## src/rtl/scfr_pkg.sv

```systemverilog
package scfr_pkg;
    // Field layout of a received frame (positions counted from the first payload bit)
    localparam int INC_W      = 22;
    localparam int RES_A_W    = 4;
    localparam int RES_B_W    = 5;
    localparam int SEQ_POS    = INC_W + RES_A_W;
    localparam int RST_POS    = SEQ_POS + 1;
    localparam int FRAME_BITS = RST_POS + 1 + RES_B_W;
    localparam int WORD_W     = 32;
    localparam int LOW_W      = WORD_W - INC_W;

    typedef enum logic [1:0] {
        ST_HUNT  = 2'd0,
        ST_ARMED = 2'd1,
        ST_SHIFT = 2'd2,
        ST_DONE  = 2'd3
    } rx_state_t;
endpackage

```

## src/rtl/scfr_lowrun.sv

```systemverilog
module scfr_lowrun #(
    parameter int LOW_MIN = 8
) (
    input  logic clk,
    input  logic rst_n,
    input  logic count_en,
    input  logic smp,
    input  logic din,
    output logic run_done
);
    localparam int RW = $clog2(LOW_MIN + 1);

    logic [RW-1:0] run_q;

    // The sample that completes the required run of lows
    assign run_done = count_en && smp && !din && (run_q == RW'(LOW_MIN - 1));

    always_ff @(posedge clk or negedge rst_n) begin
        if (!rst_n) begin
            run_q <= '0;
        end else if (!count_en) begin
            run_q <= '0;
        end else if (smp) begin
            if (din) begin
                run_q <= '0;
            end else if (!run_done) begin
                run_q <= run_q + RW'(1);
            end
        end
    end
endmodule

```

## src/rtl/scfr_shifter.sv

```systemverilog
module scfr_shifter
    import scfr_pkg::*;
#(
    parameter int GAP_MAX = 4
) (
    input  logic             clk,
    input  logic             rst_n,
    input  logic             start,
    input  logic             active,
    input  logic             smp,
    input  logic             din,
    output logic             last_bit,
    output logic             gap_expire,
    output logic [INC_W-1:0] inc_f,
    output logic             seq_f,
    output logic             rst_f
);
    localparam int CW = $clog2(FRAME_BITS + 1);
    localparam int GW = $clog2(GAP_MAX + 1);

    logic [CW-1:0] bit_cnt;
    logic [GW-1:0] gap_cnt;

    assign last_bit   = active && smp && (bit_cnt == CW'(FRAME_BITS - 1));
    assign gap_expire = active && !smp && (gap_cnt == GW'(GAP_MAX - 1));

    // Only the kept fields are stored; reserved positions are never captured
    always_ff @(posedge clk or negedge rst_n) begin
        if (!rst_n) begin
            bit_cnt <= '0;
            gap_cnt <= '0;
            inc_f   <= '0;
            seq_f   <= 1'b0;
            rst_f   <= 1'b0;
        end else if (start) begin
            bit_cnt <= '0;
            gap_cnt <= '0;
            inc_f   <= '0;
            seq_f   <= 1'b0;
            rst_f   <= 1'b0;
        end else if (active) begin
            if (smp) begin
                bit_cnt <= bit_cnt + CW'(1);
                gap_cnt <= '0;
                for (int i = 0; i < INC_W; i++) begin
                    if (bit_cnt == CW'(i)) begin
                        inc_f[INC_W-1-i] <= din;
                    end
                end
                if (bit_cnt == CW'(SEQ_POS)) begin
                    seq_f <= din;
                end
                if (bit_cnt == CW'(RST_POS)) begin
                    rst_f <= din;
                end
            end else begin
                gap_cnt <= gap_cnt + GW'(1);
            end
        end
    end
endmodule

```

## src/rtl/scfr_decode.sv

```systemverilog
module scfr_decode
    import scfr_pkg::*;
#(
    parameter logic [LOW_W-1:0] FREQ_LOW = '0
) (
    input  logic [INC_W-1:0]  inc_f,
    input  logic              seq_f,
    input  logic              rst_f,
    output logic [WORD_W-1:0] word,
    output logic              seq_v,
    output logic              rst_v
);
    always_comb begin
        word  = {inc_f, FREQ_LOW};
        seq_v = seq_f;
        rst_v = rst_f;
    end
endmodule

```

## src/rtl/sc_frame_rx.sv

```systemverilog
module sc_frame_rx
    import scfr_pkg::*;
#(
    parameter int                LOW_MIN  = 8,
    parameter int                GAP_MAX  = 4,
    parameter logic [LOW_W-1:0]  FREQ_LOW = '0
) (
    input  logic              clk,
    input  logic              rst_n,
    input  logic              sdata,
    input  logic              sample_en,
    output logic [WORD_W-1:0] inc_word,
    output logic              load_stb,
    output logic              seq_out,
    output logic              dds_rst
);
    rx_state_t state_q, state_d;

    logic run_done, start, last_bit, gap_expire;
    logic [INC_W-1:0]  inc_f;
    logic              seq_f, rst_f, seq_v, rst_v;
    logic [WORD_W-1:0] word_v;

    assign start = (state_q == ST_ARMED) && sample_en && sdata;

    scfr_lowrun #(.LOW_MIN(LOW_MIN)) lowrun_i (
        .clk      (clk),
        .rst_n    (rst_n),
        .count_en (state_q == ST_HUNT),
        .smp      (sample_en),
        .din      (sdata),
        .run_done (run_done)
    );

    scfr_shifter #(.GAP_MAX(GAP_MAX)) shift_i (
        .clk        (clk),
        .rst_n      (rst_n),
        .start      (start),
        .active     (state_q == ST_SHIFT),
        .smp        (sample_en),
        .din        (sdata),
        .last_bit   (last_bit),
        .gap_expire (gap_expire),
        .inc_f      (inc_f),
        .seq_f      (seq_f),
        .rst_f      (rst_f)
    );

    scfr_decode #(.FREQ_LOW(FREQ_LOW)) dec_i (
        .inc_f (inc_f),
        .seq_f (seq_f),
        .rst_f (rst_f),
        .word  (word_v),
        .seq_v (seq_v),
        .rst_v (rst_v)
    );

    // Next-state logic
    always_comb begin
        state_d = state_q;
        unique case (state_q)
            ST_HUNT:  if (run_done) state_d = ST_ARMED;
            ST_ARMED: if (start)    state_d = ST_SHIFT;
            ST_SHIFT: begin
                if (last_bit)        state_d = ST_DONE;
                else if (gap_expire) state_d = ST_HUNT;
            end
            ST_DONE:  state_d = ST_HUNT;
            default:  state_d = ST_HUNT;
        endcase
    end

    // State register
    always_ff @(posedge clk or negedge rst_n) begin
        if (!rst_n) state_q <= ST_HUNT;
        else        state_q <= state_d;
    end

    // Output register: the final payload bit is reserved, so all kept fields are ready
    always_ff @(posedge clk or negedge rst_n) begin
        if (!rst_n) begin
            inc_word <= '0;
            load_stb <= 1'b0;
            seq_out  <= 1'b0;
            dds_rst  <= 1'b0;
        end else begin
            load_stb <= 1'b0;
            dds_rst  <= 1'b0;
            if (state_q == ST_SHIFT && last_bit) begin
                inc_word <= word_v;
                load_stb <= 1'b1;
                seq_out  <= seq_v;
                dds_rst  <= rst_v;
            end
        end
    end
endmodule

```

## config.mk

```make
export PLATFORM = sky130hd
export DESIGN_NAME = sc_frame_rx
export DESIGN_NICKNAME = d
export VERILOG_FILES = /design/src/rtl/scfr_pkg.sv /design/src/rtl/scfr_lowrun.sv /design/src/rtl/scfr_shifter.sv /design/src/rtl/scfr_decode.sv /design/src/rtl/sc_frame_rx.sv
export SDC_FILE = /design/constraint.sdc
export NUM_CORES = 1
export LEC_CHECK = 0
export ABC_CLOCK_PERIOD_IN_PS = 4650
export BUFFER_PORTS_ARGS = -buffer_cell sky130_fd_sc_hd__buf_2
export CORE_MARGIN = 3
export CORE_UTILIZATION = 64
export DETAILED_ROUTE_END_ITERATION = 16
export PLACE_DENSITY = 0.85
export SYNTH_ARGS = -nofsm -noshare
export SYNTH_HDL_FRONTEND = slang
export SYNTH_HIERARCHICAL = 1
export SYNTH_SLANG_ARGS = --single-unit
```

## constraint.sdc

```tcl
create_clock -name clk -period 4.65 [get_ports clk]
set_input_delay 0.2325 -clock clk [delete_from_list [all_inputs] [get_ports clk]]
set_output_delay 0.2325 -clock clk [all_outputs]
set_load 0.005 [all_outputs]
```

==> flow_metrics.tcl, run 1 <==
set metrics [dict create \
    internal_power_mw 1.14 \
    fraction_of_final_layout_cells_sized_beyond_drive_strength_1 0.314 \
    crit_required_ns 4.88 \
    fp.dieArea_mm2 0.00711 \
    fin_nets 345 \
    seq_power_share 0.504 \
    yosys-top-cells-area "sky130_fd_sc_hd__dfrtp_1, sky130_fd_sc_hd__mux2_4, sky130_fd_sc_hd__mux2i_1" \
    gp_routability_congestion 0.790 \
    cts-buffers-inserted 9 \
    sw_frac_of_total 0.299 \
    synth_warnings 6 \
    muxShareOfSynthArea 0.199 \
    post_synth_fa_ha_maj_area_fraction 0.0255 \
    synth_async_sr_flop_share 1.00 \
    cts-hold-fix-buffers 1 \
    pin_count 39 \
    tns_ns 0 \
    maxSlewViolCount 0 \
    status "complete, no violations" \
    transition_time_of_the_tightest_slew_check_pin_ns 0.841 \
    drtAntennaViolNets 0 \
    synthesized_netlist_cell_count 323 \
    syn_area_per_cell_um2 12.2 \
    crit_family "simple AND/OR/NAND/NOR gates" \
    post_drt_wl_per_cell_um 15.7 \
    fmax_ghz 0.386 \
    fillerInstances 381 \
    cellLeakagePower_nw 2.31 \
    basic_gate_share_of_the_synthesized_area_counting_and_or_nand_and_nor_cells 0.170 \
    report.final.setup_viol 0 \
    path_max_fanout 34 \
    timing.critical_path.buf_inv 1 \
    post_cts_resized 0 \
    crit_type "reg -> reg" \
    setup.worst_path.start_class "flop" \
    final_util 0.719 \
    rsz0062_at_grt "no" \
    synth.top_cell.area_share 0.472 \
    die_wd_um 84.3 \
    first_pass_iters 4 \
    synth_cell_types 45 \
    crit_path_max_incr_delay_ns 0.53 \
    grt_first_pass_wirelength_mm 11.3 \
    time_the_worst_path_needs_with_i_o_delays_and_setup_ns 2.59 \
    synth_seq_cells 74 \
    core_area_mm2 0.00571 \
    complex_gate_fraction_of_the_synthesized_area 0.0258 \
    h-tree-depth 3 \
    first_global_vias 2350 \
    critPathCaptureType "flop" \
    area.sequential_mm2 0.00185 \
    max_slew_margin 0.439 \
    fin_skew_ns 0.00429 \
    ys_seq_area_frac 0.472 \
    hpwl_after_detailed_placement_mm 4.20 \
    xor_xnor_cell_area_share_of_the_yosys_netlist 0.00446 \
    hold_viol_final 0 \
    synthesis.area_mm2 0.00393 \
    tritoncts "built" \
    grt_max_degree 55 \
    via_per_inst 5.44 \
    multiInputGateArea_mm2 0.00170 \
    cts.reportedPaths.clkPinSlew_ns 0.08 \
    area_overhead_of_the_layout_relative_to_synthesis_pct 4.59 \
    synth_top_family_by_area "multiplexers" \
    post-cts-setup-buffer-count 0 \
    final.period_utilization 0.557 \
    clock_path_buffers 2 \
    synth_ff_type "sky130_fd_sc_hd__dfrtp_1" \
    cap_viol_max_count 0 \
    route.vias.total 2229 \
    crit_path_cell_trace "inv_1 > ha_1 > and3_1 > and4b_1 > nand3b_4 > mux2_4" \
    p_sw_uw 489 \
    hold_class "in -> reg" \
    remaining_drc_errors 0 \
    max-vdd-ir-drop_uv 238 \
    drt_first_iter_violations 175 \
    num_rows 27 \
    worst_skew_pair.late_latency_ns 0.35 \
    highest_count_cells_in_the_layout_ignoring_fill_and_taps "sky130_fd_sc_hd__dfrtp_1, sky130_fd_sc_hd__buf_2, sky130_fd_sc_hd__nand2b_1" \
    drt-total-wl_mm 6.44 \
    globalRoute.totalOverflow 0 \
    worst-endpoint-arrival_ns 2.82 \
    grt_usage 0.200 \
    numClockSinks 74 \
    timing.critical_path.slowest_stage_cell "sky130_fd_sc_hd__nand3b_4" \
    insertedDiodeCount 0 \
    top_cell_type_by_total_area_after_synthesis "sky130_fd_sc_hd__dfrtp_1" \
    synth-edff-count 0 \
    clk_tree_root_cell "sky130_fd_sc_hd__clkbuf_8" \
    cellPowerDensity_mw_per_mm2 398 \
    port_buffers 38 \
    pwr-share-clk 0.323 \
    combPwrFrac 0.173 \
    initial_utilization 0.687 \
    grt_antenna_before_repair 0 \
    layout.cells.most_common "sky130_fd_sc_hd__dfrtp_1" \
    fp.dieH_um 84.3 \
]
layout make-up:
| type | count | share of cell area |
|---|---|---|
| Tap cell | 72 | 0.0219 |
| Sequential cell | 74 | 0.451 |
| Clock inverter | 4 | 0.0119 |
| Clock buffer | 12 | 0.0402 |
| Multi-Input combinational cell | 200 | 0.415 |
| Inverter | 6 | 0.00549 |
| Timing Repair Buffer | 42 | 0.0543 |
final timing paths:
path | from | cells past startpoint | slack [ns] | to
hold / removal | sdata | 3 | 0.24 | state_q[1]
min in group asynchronous | rst_n | 2 | 0.35 | dds_rst
hold reg to reg | inc_word[19] | 1 | 0.50 | inc_word[19]
max in group asynchronous | rst_n | 3 | 3.29 | lowrun_i/run_q[3]
setup reg to reg | shift_i/bit_cnt[0] | 6 | 2.06 | inc_word[18]
setup / recovery | shift_i/bit_cnt[0] | 6 | 2.06 | inc_word[18]
tightest hold or removal path: cells and delay by family:
| kind | cells | cell delay (ns) |
|---|---|---|
| buffers and inverters | 1 | 0.15 |
| and+or+nand+nor | 1 | 0.10 |
| AOI/OAI and AO/OA | 1 | 0.06 |
power groups by stage:
stage / sequential (mW) / clock (mW) / combinational [mW]
floorplan: 0.789 / 0 / 0.322
global route: 0.837 / 0.570 / 0.325
finish: 0.824 / 0.528 / 0.282
detailed placement: 0.834 / 0 / 0.281
global placement: 0.828 / 0 / 0.268
CTS: 0.823 / 0.539 / 0.284
cells in the mapped netlist (4+ instances only):
cell	count
sky130_fd_sc_hd__buf_4	38
sky130_fd_sc_hd__nor2b_1	4
sky130_fd_sc_hd__mux2_2	4
sky130_fd_sc_hd__nor2_1	11
sky130_fd_sc_hd__a21oi_1	5
sky130_fd_sc_hd__buf_6	5
sky130_fd_sc_hd__nand2b_1	30
sky130_fd_sc_hd__inv_1	4
sky130_fd_sc_hd__and3_1	5
sky130_fd_sc_hd__ha_1	8
sky130_fd_sc_hd__nand2_2	4
sky130_fd_sc_hd__dfrtp_1	74
sky130_fd_sc_hd__mux2_4	29
sky130_fd_sc_hd__nand2_1	25
sky130_fd_sc_hd__clkbuf_1	5
sky130_fd_sc_hd__mux2i_1	29
sky130_fd_sc_hd__buf_2	4
sky130_fd_sc_hd__nand3_1	4
routing by layer:
metal	GRT usage	wire (um)	vias to the layer above
met5	0	0	-
met1	0.269	2970	1104
met4	0.0994	82	0
met3	0.0402	354	9
met2	0.310	3040	52
li1	-	-	1064
through the flow:
step	worst slack, ns	hold slack (ns)	instance area [um^2]	std cells	total power, mW
floorplan	2.47	-0.0631	3960	332	1.11
global placement	2.22	0.195	3880	393	1.10
detailed placement	2.08	0.200	3880	393	1.12
CTS	2.07	0.224	4110	410	1.65
global route	1.96	0.260	4110	410	1.73
finish	2.06	0.241	4110	410	1.63
state kept, by name, indices dropped and copies added, names as in the netlist:
signal / count
shift_i/seq_f: 1
shift_i/bit_cnt: 6
inc_word: 32
shift_i/inc_f: 22
lowrun_i/run_q: 4
shift_i/gap_cnt: 3
seq_out: 1
state_q: 2
dds_rst: 1
shift_i/rst_f: 1
load_stb: 1
cells by family after synthesis:
logic type,Yosys count
multiplexers,63
AND/OR/NAND/NOR,103
other,1
adder cells (fa/ha/maj),8
AO/OA/AOI/OAI,14
XOR/XNOR,2
flip-flops,74
buffers and inverters,58
No activity file was read; power rests on OpenSTA's default activity.
==> run 2, diff against run 1 <==
ABC_CLOCK_PERIOD_IN_PS = 2600   (was 4650)
CORE_UTILIZATION = 59   (was 64)
PLACE_DENSITY = 0.8   (was 0.85)
clock period = 2.6 ns   (was 4.65 ns; I/O delays follow)
==> run 2 against run 1 <==
Clock skew increased by 0.0015 ns; worst hold slack worse by 0.12 ns; cell count grew 2.2%.
==> flow_metrics.tcl, run 2 (synthesized netlist as in run 1, its figures left out) <==
set metrics [dict create \
    status "complete, no violations" \
    max_slew_margin 0.473 \
    drtAntennaViolNets 0 \
    post-cts-setup-buffer-count 0 \
    grt_max_degree 43 \
    drt_first_iter_violations 103 \
    post_cts_resized 0 \
    crit_required_ns 2.84 \
    largest_register_ffs 32 \
    timing.rr.start "shift_i/bit_cnt[0]" \
    first_pass_iters 4 \
    total_design_power_mw 2.79 \
    clk_tree_root_cell "sky130_fd_sc_hd__clkbuf_8" \
    time_the_worst_path_needs_with_i_o_delays_and_setup_ns 2.08 \
    fp.dieH_um 87.6 \
    worstReg2RegEnd "inc_word[22]" \
    route.vias.total 2259 \
    rsz0062_at_grt "no" \
    setup.reg_to_reg.worst_slack_ns 0.52 \
    maxSlewViolCount 0 \
    gp_routability_congestion 0.760 \
    die_wd_um 87.6 \
    drt-total-wl_mm 6.53 \
    clock_path_buffers 2 \
    initial_utilization 0.615 \
    layout.cells.most_common "sky130_fd_sc_hd__dfrtp_1" \
    cts.reportedPaths.clkPinSlew_ns 0.08 \
    path_max_fanout 17 \
    worst_hold_end "state_q[1]" \
    registers.top_by_ff_count "inc_word" \
    insertedDiodeCount 0 \
    crit_type "reg -> reg" \
    registers_with_the_most_flip_flops "inc_word x32, shift_i/inc_f x22, shift_i/bit_cnt x6" \
    report.final.setup_viol 0 \
    ff2ff_path_depth 7 \
    highest_count_cells_in_the_layout_ignoring_fill_and_taps "sky130_fd_sc_hd__dfrtp_1, sky130_fd_sc_hd__buf_2, sky130_fd_sc_hd__nand2b_1" \
    crit_path_cell_trace "inv_1 > ha_1 > and3_1 > and4b_1 > nand3b_4 > buf_4 > mux2_2" \
    num_rows 29 \
    cts-buffers-inserted 9 \
    dpl_worst_slack_ns 0.553 \
    cellPowerDensity_mw_per_mm2 678 \
    grt_usage 0.184 \
    max-vdd-ir-drop_uv 341 \
    h-tree-depth 3 \
    pin_count 39 \
    critPathCaptureType "flop" \
    grt_first_pass_wirelength_mm 10.9 \
    core_area_mm2 0.00639 \
    hpwl_after_detailed_placement_mm 4.37 \
    fmax_ghz 0.482 \
    worst_skew_pair.late_latency_ns 0.35 \
    tritoncts "built" \
    final.period_utilization 0.798 \
    globalRoute.totalOverflow 0 \
    remaining_drc_errors 0 \
    cap_viol_max_count 0 \
    fillerInstances 495 \
    timing.critical_path.slowest_stage_cell "sky130_fd_sc_hd__dfrtp_1" \
    fraction_of_final_layout_cells_sized_beyond_drive_strength_1 0.322 \
    post_drt_wl_per_cell_um 15.6 \
    detailed_place.area_mm2 0.00393 \
    crit_path_start "shift_i/bit_cnt[0]" \
    tns_ns 0 \
    first_global_vias 2285 \
    hold_viol_final 0 \
    numClockSinks 74 \
    area_overhead_of_the_layout_relative_to_synthesis_pct 4.94 \
    hold_path.startpoint "sdata" \
    cts-hold-fix-buffers 1 \
    grt_antenna_before_repair 0 \
    via_per_inst 5.39 \
    setup.worst_path.start_class "flop" \
    cellLeakagePower_nw 2.31 \
    hold_class "in -> reg" \
    fin_skew_ns 0.00582 \
    worst-endpoint-arrival_ns 2.32 \
    final_design_area_no_fill_mm2 0.00412 \
    fp.dieArea_mm2 0.00767 \
    smallest_setup_slack_after_layout_ns 0.524 \
    port_buffers 38 \
    hold_depth 3 \
    transition_time_of_the_tightest_slew_check_pin_ns 0.791 \
    fin_nets 349 \
    crit_path_max_incr_delay_ns 0.45 \
]
[run 2: changes by cell type in the layout (fill, tap and decap cells not counted)]
cell,delta
sky130_fd_sc_hd__inv_6,+1
sky130_fd_sc_hd__buf_12,+1
sky130_fd_sc_hd__bufinv_16,-1
sky130_fd_sc_hd__clkbuf_8,-2
sky130_fd_sc_hd__clkinvlp_4,+3
sky130_fd_sc_hd__clkinv_4,-1
sky130_fd_sc_hd__buf_4,+3
[run 2: power breakdown]
part | total [mW] | internal, mW | switching (mW)
registers | 1.47 | 1.29 | 0.179
logic | 0.515 | 0.241 | 0.274
clock network | 0.809 | 0.372 | 0.437
total | 2.79 | 1.90 | 0.891
[run 2: critical path: cells and delay by family, from the launching register on]
kind                     cells  cell delay, ns
AND/OR/NAND/NOR              3            0.51
flip-flops                   1            0.45
multiplexers                 1            0.38
adder cells (fa/ha/maj)      1            0.21
buffers and inverters        2            0.42
[run 2: worst max path at each step]
stage                               to  cells past startpoint
after floorplan            inc_word[0]                      8
after global placement    inc_word[22]                      7
after detailed placement  inc_word[22]                      7
after CTS                 inc_word[19]                      7
after global routing      inc_word[20]                      7
final                     inc_word[22]                      7
[run 2: cell type report]
type | count | area [um^2] | share of cell area
sequential | 74 | 1850 | 0.450
multi-input combinational | 200 | 1700 | 0.414
timing repair buffer | 46 | 265 | 0.0644
clock buffer | 10 | 138 | 0.0334
tap | 77 | 96.3 | 0.0234
clock inverter | 6 | 41.3 | 0.0100
inverter | 6 | 22.5 | 0.00547
[run 2: layer usage]
metal	GRT usage	vias to the layer above	part of all wire
met5	0	-	0
met3	0.0310	12	0.036
li1	-	1072	-
met1	0.234	1128	0.44
met2	0.302	47	0.50
met4	0.0976	0	0.022
[run 2: per-stage QoR]
stage               hold slack [ns]  cells  utilization
global route                  0.145    419        0.645
floorplan                    -0.166    332            -
global placement              0.239    402        0.615
CTS                           0.115    419        0.645
detailed placement            0.252    402        0.615
finish                        0.124    419        0.645
